[src/rtl/dac_hold_pkg.sv]
package dac_hold_pkg;
  localparam int unsigned CODE_W   = 12;
  localparam int unsigned BUS_W    = 32;
  localparam int unsigned LEFT_SH  = 4;
  localparam int unsigned MAX_CH   = 2;
  localparam int unsigned TRIG_OFF = 'h04;
  localparam int unsigned VIEW_BASE = 'h08;
  localparam int unsigned CH_STRIDE = 'h0C;

  function automatic int unsigned right_off(int unsigned ch);
    return VIEW_BASE + ch * CH_STRIDE;
  endfunction

  function automatic int unsigned left_off(int unsigned ch);
    return VIEW_BASE + 4 + ch * CH_STRIDE;
  endfunction
endpackage

[src/rtl/dac_chan.sv]
module dac_chan
  import dac_hold_pkg::*;
(
  input  logic              clk_i,
  input  logic              rst_ni,
  input  logic              hold_we_i,
  input  logic [CODE_W-1:0] hold_d_i,
  input  logic              trig_set_i,
  output logic [CODE_W-1:0] hold_o,
  output logic [CODE_W-1:0] code_o,
  output logic              trig_o
);
  logic [CODE_W-1:0] hold_q, out_q;
  logic              trig_q, done_q;

  always_ff @(posedge clk_i or negedge rst_ni) begin
    if (!rst_ni) begin
      hold_q <= '0;
      out_q  <= '0;
      trig_q <= 1'b0;
      done_q <= 1'b0;
    end else begin
      if (hold_we_i) hold_q <= hold_d_i;
      if (trig_q && !done_q) begin
        out_q  <= hold_q;
        done_q <= 1'b1;
      end
      if (done_q) begin
        // new request on the clear edge wins
        trig_q <= trig_set_i;
        done_q <= 1'b0;
      end else if (trig_set_i) begin
        trig_q <= 1'b1;
      end
    end
  end

  assign hold_o = hold_q;
  assign code_o = out_q;
  assign trig_o = trig_q;


  out_only_on_trig_chk: assert property (@(posedge clk_i) disable iff (!rst_ni)
    !trig_q |=> $stable(out_q));

  trig_sets_chk: assert property (@(posedge clk_i) disable iff (!rst_ni)
    (trig_set_i && !trig_q) |=> trig_q);

  load_value_chk: assert property (@(posedge clk_i) disable iff (!rst_ni)
    (trig_q && !done_q) |=> (out_q == $past(hold_q)));

  self_clear_chk: assert property (@(posedge clk_i) disable iff (!rst_ni)
    (trig_q && done_q && !trig_set_i) |=> !trig_q);

  retrig_chk: assert property (@(posedge clk_i) disable iff (!rst_ni)
    (done_q && trig_set_i) |=> (trig_q && !done_q));
endmodule

[src/rtl/dac_rd_mux.sv]
module dac_rd_mux
  import dac_hold_pkg::*;
#(
  parameter int unsigned ADDR_W = 8
) (
  input  logic [ADDR_W-1:0]              addr_i,
  input  logic [MAX_CH-1:0][CODE_W-1:0]  hold_i,
  input  logic [MAX_CH-1:0]              trig_i,
  output logic [BUS_W-1:0]               rdata_o
);
  always_comb begin
    rdata_o = '0;
    if (addr_i == ADDR_W'(TRIG_OFF)) rdata_o[MAX_CH-1:0] = trig_i;
    for (int unsigned c = 0; c < MAX_CH; c++) begin
      if (addr_i == ADDR_W'(right_off(c))) rdata_o[CODE_W-1:0] = hold_i[c];
      if (addr_i == ADDR_W'(left_off(c)))  rdata_o[CODE_W+LEFT_SH-1:LEFT_SH] = hold_i[c];
    end
  end
endmodule

[src/rtl/dac_hold_trig.sv]
module dac_hold_trig
  import dac_hold_pkg::*;
#(
  parameter int unsigned ADDR_W  = 8,
  parameter bit          DUAL_CH = 1'b1
) (
  input  logic              clk_i,
  input  logic              rst_ni,
  input  logic              req_i,
  input  logic              we_i,
  input  logic [ADDR_W-1:0] addr_i,
  input  logic [BUS_W-1:0]  wdata_i,
  output logic [BUS_W-1:0]  rdata_o,
  output logic [CODE_W-1:0] dac1_code_o,
  output logic [CODE_W-1:0] dac2_code_o
);
  logic                              wr;
  logic [MAX_CH-1:0][CODE_W-1:0]     hold_w, code_w;
  logic [MAX_CH-1:0]                 trig_w;

  assign wr = req_i && we_i;

  for (genvar c = 0; c < MAX_CH; c++) begin : g_ch
    if (c == 0 || DUAL_CH) begin : g_on
      logic              wr_r, wr_l;
      logic [CODE_W-1:0] d;
      assign wr_r = wr && (addr_i == ADDR_W'(right_off(c)));
      assign wr_l = wr && (addr_i == ADDR_W'(left_off(c)));
      assign d    = wr_l ? wdata_i[CODE_W+LEFT_SH-1:LEFT_SH] : wdata_i[CODE_W-1:0];

      dac_chan i_chan (
        .clk_i     (clk_i),
        .rst_ni    (rst_ni),
        .hold_we_i (wr_r || wr_l),
        .hold_d_i  (d),
        .trig_set_i(wr && (addr_i == ADDR_W'(TRIG_OFF)) && wdata_i[c]),
        .hold_o    (hold_w[c]),
        .code_o    (code_w[c]),
        .trig_o    (trig_w[c])
      );
    end else begin : g_off
      assign hold_w[c] = '0;
      assign code_w[c] = '0;
      assign trig_w[c] = 1'b0;
    end
  end

  dac_rd_mux #(.ADDR_W(ADDR_W)) i_rd_mux (
    .addr_i (addr_i),
    .hold_i (hold_w),
    .trig_i (trig_w),
    .rdata_o(rdata_o)
  );

  assign dac1_code_o = code_w[0];
  assign dac2_code_o = code_w[1];
endmodule

[config.mk]
export PLATFORM = sky130hd
export DESIGN_NAME = dac_hold_trig
export DESIGN_NICKNAME = d
export VERILOG_FILES = /design/src/rtl/dac_hold_pkg.sv /design/src/rtl/dac_chan.sv /design/src/rtl/dac_rd_mux.sv /design/src/rtl/dac_hold_trig.sv
export SDC_FILE = /design/constraint.sdc
export NUM_CORES = 1
export LEC_CHECK = 0
export ABC_AREA = 0
export BUFFER_PORTS_ARGS = -buffer_cell sky130_fd_sc_hd__buf_2
export CAP_MARGIN = 10
export CORE_MARGIN = 3
export CORE_UTILIZATION = 42
export CTS_CLUSTER_DIAMETER = 60
export CTS_CLUSTER_SIZE = 20
export DETAILED_ROUTE_END_ITERATION = 8
export PLACE_DENSITY_LB_ADDON = 0.12
export SKIP_CTS_REPAIR_TIMING = 1
export SYNTH_ARGS = -nofsm -noshare
export SYNTH_HDL_FRONTEND = slang
export SYNTH_HIERARCHICAL = 1
export SYNTH_SLANG_ARGS = --single-unit
[constraint.sdc]
create_clock -name clk_i -period 1.4 [get_ports clk_i]
set_input_delay 0.14 -clock clk_i [delete_from_list [all_inputs] [get_ports clk_i]]
set_output_delay 0.14 -clock clk_i [all_outputs]
set_load 0.05 [all_outputs]
==> flow_summary_export.csv <==
group,metric,value,unit
outcome,status,"finished with violations",
outcome,violations,"setup timing",
timing,finalClockSkew,0.00267,ns
worst_hold_path,min-delay-start,"wdata_i[0]",
synthesis,yosysWarnings,6,
global_routing,grtUsageTotal,0.198,
finish,stdcell_count,465,
synthesis,netlist_area,0.00325,mm^2
route,dr.pass1.iters,4,
die,die_y,93.9,um
placement,dp_cells,454,
clock_network,cts_buffers,5,
critical_path,path_class,"in -> out",
synthesis,synth_top_area_cell,"dfrtp_1",
synthesis,muxShareOfSynthArea,0.291,
critical_path,r2r_cells,2,
die,row_count,31,
synthesis,synth-main-ff-cell,"dfrtp_1",
global_routing,grt_pass1_vias,2517,
route,drt_iter0_drc,83,
worst_hold_path,holdPathEnd,"g_ch[0].g_on.i_chan/trig_o$_DFFE_PN0P_",
die,core,0.00737,mm^2
synthesis,yosysMostFrequentCell,"dfrtp_1",
clock_network,clock_latency,0.30,ns
clock_network,cts_tree,"yes",
placement,gp_congestion,0.838,
synthesis,synth_top_family_by_area,"multiplexers",
finish,final_util,0.610,
critical_path,critPathArrivalTime,1.52,ns
die,die_w,93.9,um
route,drcViolationCount,0,
global_routing,gr-total-overflow,0,
critical_path,cp.required,1.26,ns
route,dr_total_vias,2414,
finish,syn2layout_area_growth,38.4,%
synthesis,synth_compound_area_frac,0.0848,
placement,dpl_worst_slack,-0.333,ns
run,max_cap_violations,0,
die,io-pin-count,100,
route,vias_per_cell,5.19,
worst_hold_path,holdPathStages,3,
placement,hpwl,6420,um
clock_network,cts_htree_levels,2,
critical_path,startpoint_type,"input port",
finish,n_antenna_cell,0,
timing,slew_viol_final,0,
synthesis,synth_edf_count,0,
route,wl_per_cell,18.3,um
global_routing,antenna_found_initial,0,
critical_path,reg2reg_from,"g_ch[1].g_on.i_chan/trig_o$_DFFE_PN0P_",
die,dieArea,0.00882,mm^2
synthesis,yosysSeqAreaShare,0.401,
synthesis,yosys.area_share.adder,0,
synthesis,syn-instance-count,254,
timing,finalCriticalPeriod,1.66,ns
clock_network,cts_buffer_depth,2,
clock_network,cts.clk_slew.worst_paths,0.10,ns
timing,rsz0062_at_grt,"true",
synthesis,synth_area_leaders,"dfrtp_1, mux2_4, mux2_2",
die,initial_core_util,0.440,
route,final_antenna_net_count,0,
finish,final_net_count,409,
synthesis,ys_types,39,
finish,fill_cells,623,
worst_hold_path,hp-class,"in -> reg",
finish,drive_above_1_share,0.656,
global_routing,grt_pass1_wl,13400,um
synthesis,synth_common_cells,"dfrtp_1, mux2_2, mux2_4",
clock_network,cts.root.buffer_cell,"clkbuf_8",
timing,finalCritPeriodShare,1.19,
critical_path,crit_path_max_fanout,10,
synthesis,synth_xor_area_frac,0.00270,
power,power.density,709,mW/mm^2
timing,setup_violations,16,
timing,fmax,601,MHz
critical_path,timing.rr.end,"g_ch[1].g_on.i_chan/code_o[11]$_DFFE_PN0P_",
critical_path,endpoint_kind,"primary output",
synthesis,synth-seq-cells,52,
synthesis,avgSynthCellArea,12.8,um^2
timing,setup_ws,-0.263,ns
clock_network,clkSinkCount,52,
timing,hold_viol_final,0,
synthesis,yosys.area_share.simple,0.139,
route,routed_wl,8490,um
power,leakage,2.33,nW
synthesis,synth_top_area_frac,0.401,
synthesis,synthArstFlopShare,1.00,
power,vdd_ir_drop_max,0.393,mV
placement,port_buffers,67,
global_routing,grt_max_degree,53,
critical_path,r2r_slack,0.24,ns
==> per-layer routing <==
layer | part of all wire | GRT usage
met1 | 0.43 | 0.258
met2 | 0.52 | 0.347
met3 | 0.042 | 0.0313
met4 | 0.0066 | 0.0409
met5 | 0 | 0
==> through the flow <==
step	hold slack [ns]	instance area (um^2)	total power, W	TNS (ns)
final	0.149	4490	0.00319	-3.33
after detailed placement	0.158	4090	0.00230	-12.17
after global routing	0.162	4490	0.00333	-4.26
after floorplan	-0.156	3430	0.00206	-2.89
after global placement	0.155	4090	0.00229	-11.08
after CTS	-0.180	4180	0.00317	-4.96
==> cells by family after synthesis <==
kind of cell	count (synthesis)
flip-flops	52
buffers and inverters	40
AO/OA/AOI/OAI	34
AND/OR/NAND/NOR	54
other	1
multiplexers	72
XOR/XNOR	1
==> registers in the layout (all words and copies together), names as in the netlist <==
name	count
g_ch.g_on.i_chan/code_o	24
g_ch.g_on.i_chan/trig_o	2
g_ch.g_on.i_chan/done_q	2
g_ch.g_on.i_chan/hold_o	24
==> area by class of cell <==
| type | count | area (um^2) | share of cell area |
|---|---|---|---|
| multi-input cells | 177 | 1960 | 0.437 |
| flip-flops and latches | 52 | 1300 | 0.290 |
| repair buffers | 120 | 985 | 0.219 |
| well taps | 99 | 124 | 0.0276 |
| clock buffers | 5 | 68.8 | 0.0153 |
| inverters | 9 | 33.8 | 0.00752 |
| clock inverters | 3 | 18.8 | 0.00418 |
==> power by group <==
group | internal, W | leakage (nW) | total, W | switching (W)
registers | 0.00156 | 0.721 | 0.00161 | 0.0000482
logic | 0.000287 | 1.56 | 0.000707 | 0.000420
clock network | 0.000350 | 0.0479 | 0.000871 | 0.000521
total | 0.00220 | 2.33 | 0.00319 | 0.000989
==> critical path, stage by stage <==
cell and delay (ns):
buf_8 0.10, or4b_4 0.58, nor3_4 0.22, buf_12 0.17, a22o_2 0.16, buf_6 0.15
==> worst max-delay path by stage <==
stage	start	to	slack [ns]
finish	addr_i[1]	rdata_o[13]	-0.26
global route	g_ch[0].g_on.i_chan/hold_o[5]$_DFFE_PN0P_	rdata_o[9]	-0.32
CTS	addr_i[2]	rdata_o[10]	-0.34
detailed placement	addr_i[3]	g_ch[0].g_on.i_chan/hold_o[10]$_DFFE_PN0P_	-0.33
global placement	addr_i[7]	rdata_o[13]	-0.32
floorplan	addr_i[7]	rdata_o[5]	-0.29
==> layout by cell type, fill, tap and decap left out, types with 6 or more instances in the layout <==
| cell type | count |
|---|---|
| a22o_2 | 6 |
| mux2_2 | 34 |
| dfrtp_1 | 52 |
| buf_4 | 37 |
| o211ai_1 | 16 |
| buf_2 | 47 |
| buf_6 | 25 |
| inv_1 | 9 |
| mux2_4 | 38 |
| and3b_1 | 8 |
| conb_1 | 16 |
No activity file was read; power rests on OpenSTA's default activity.
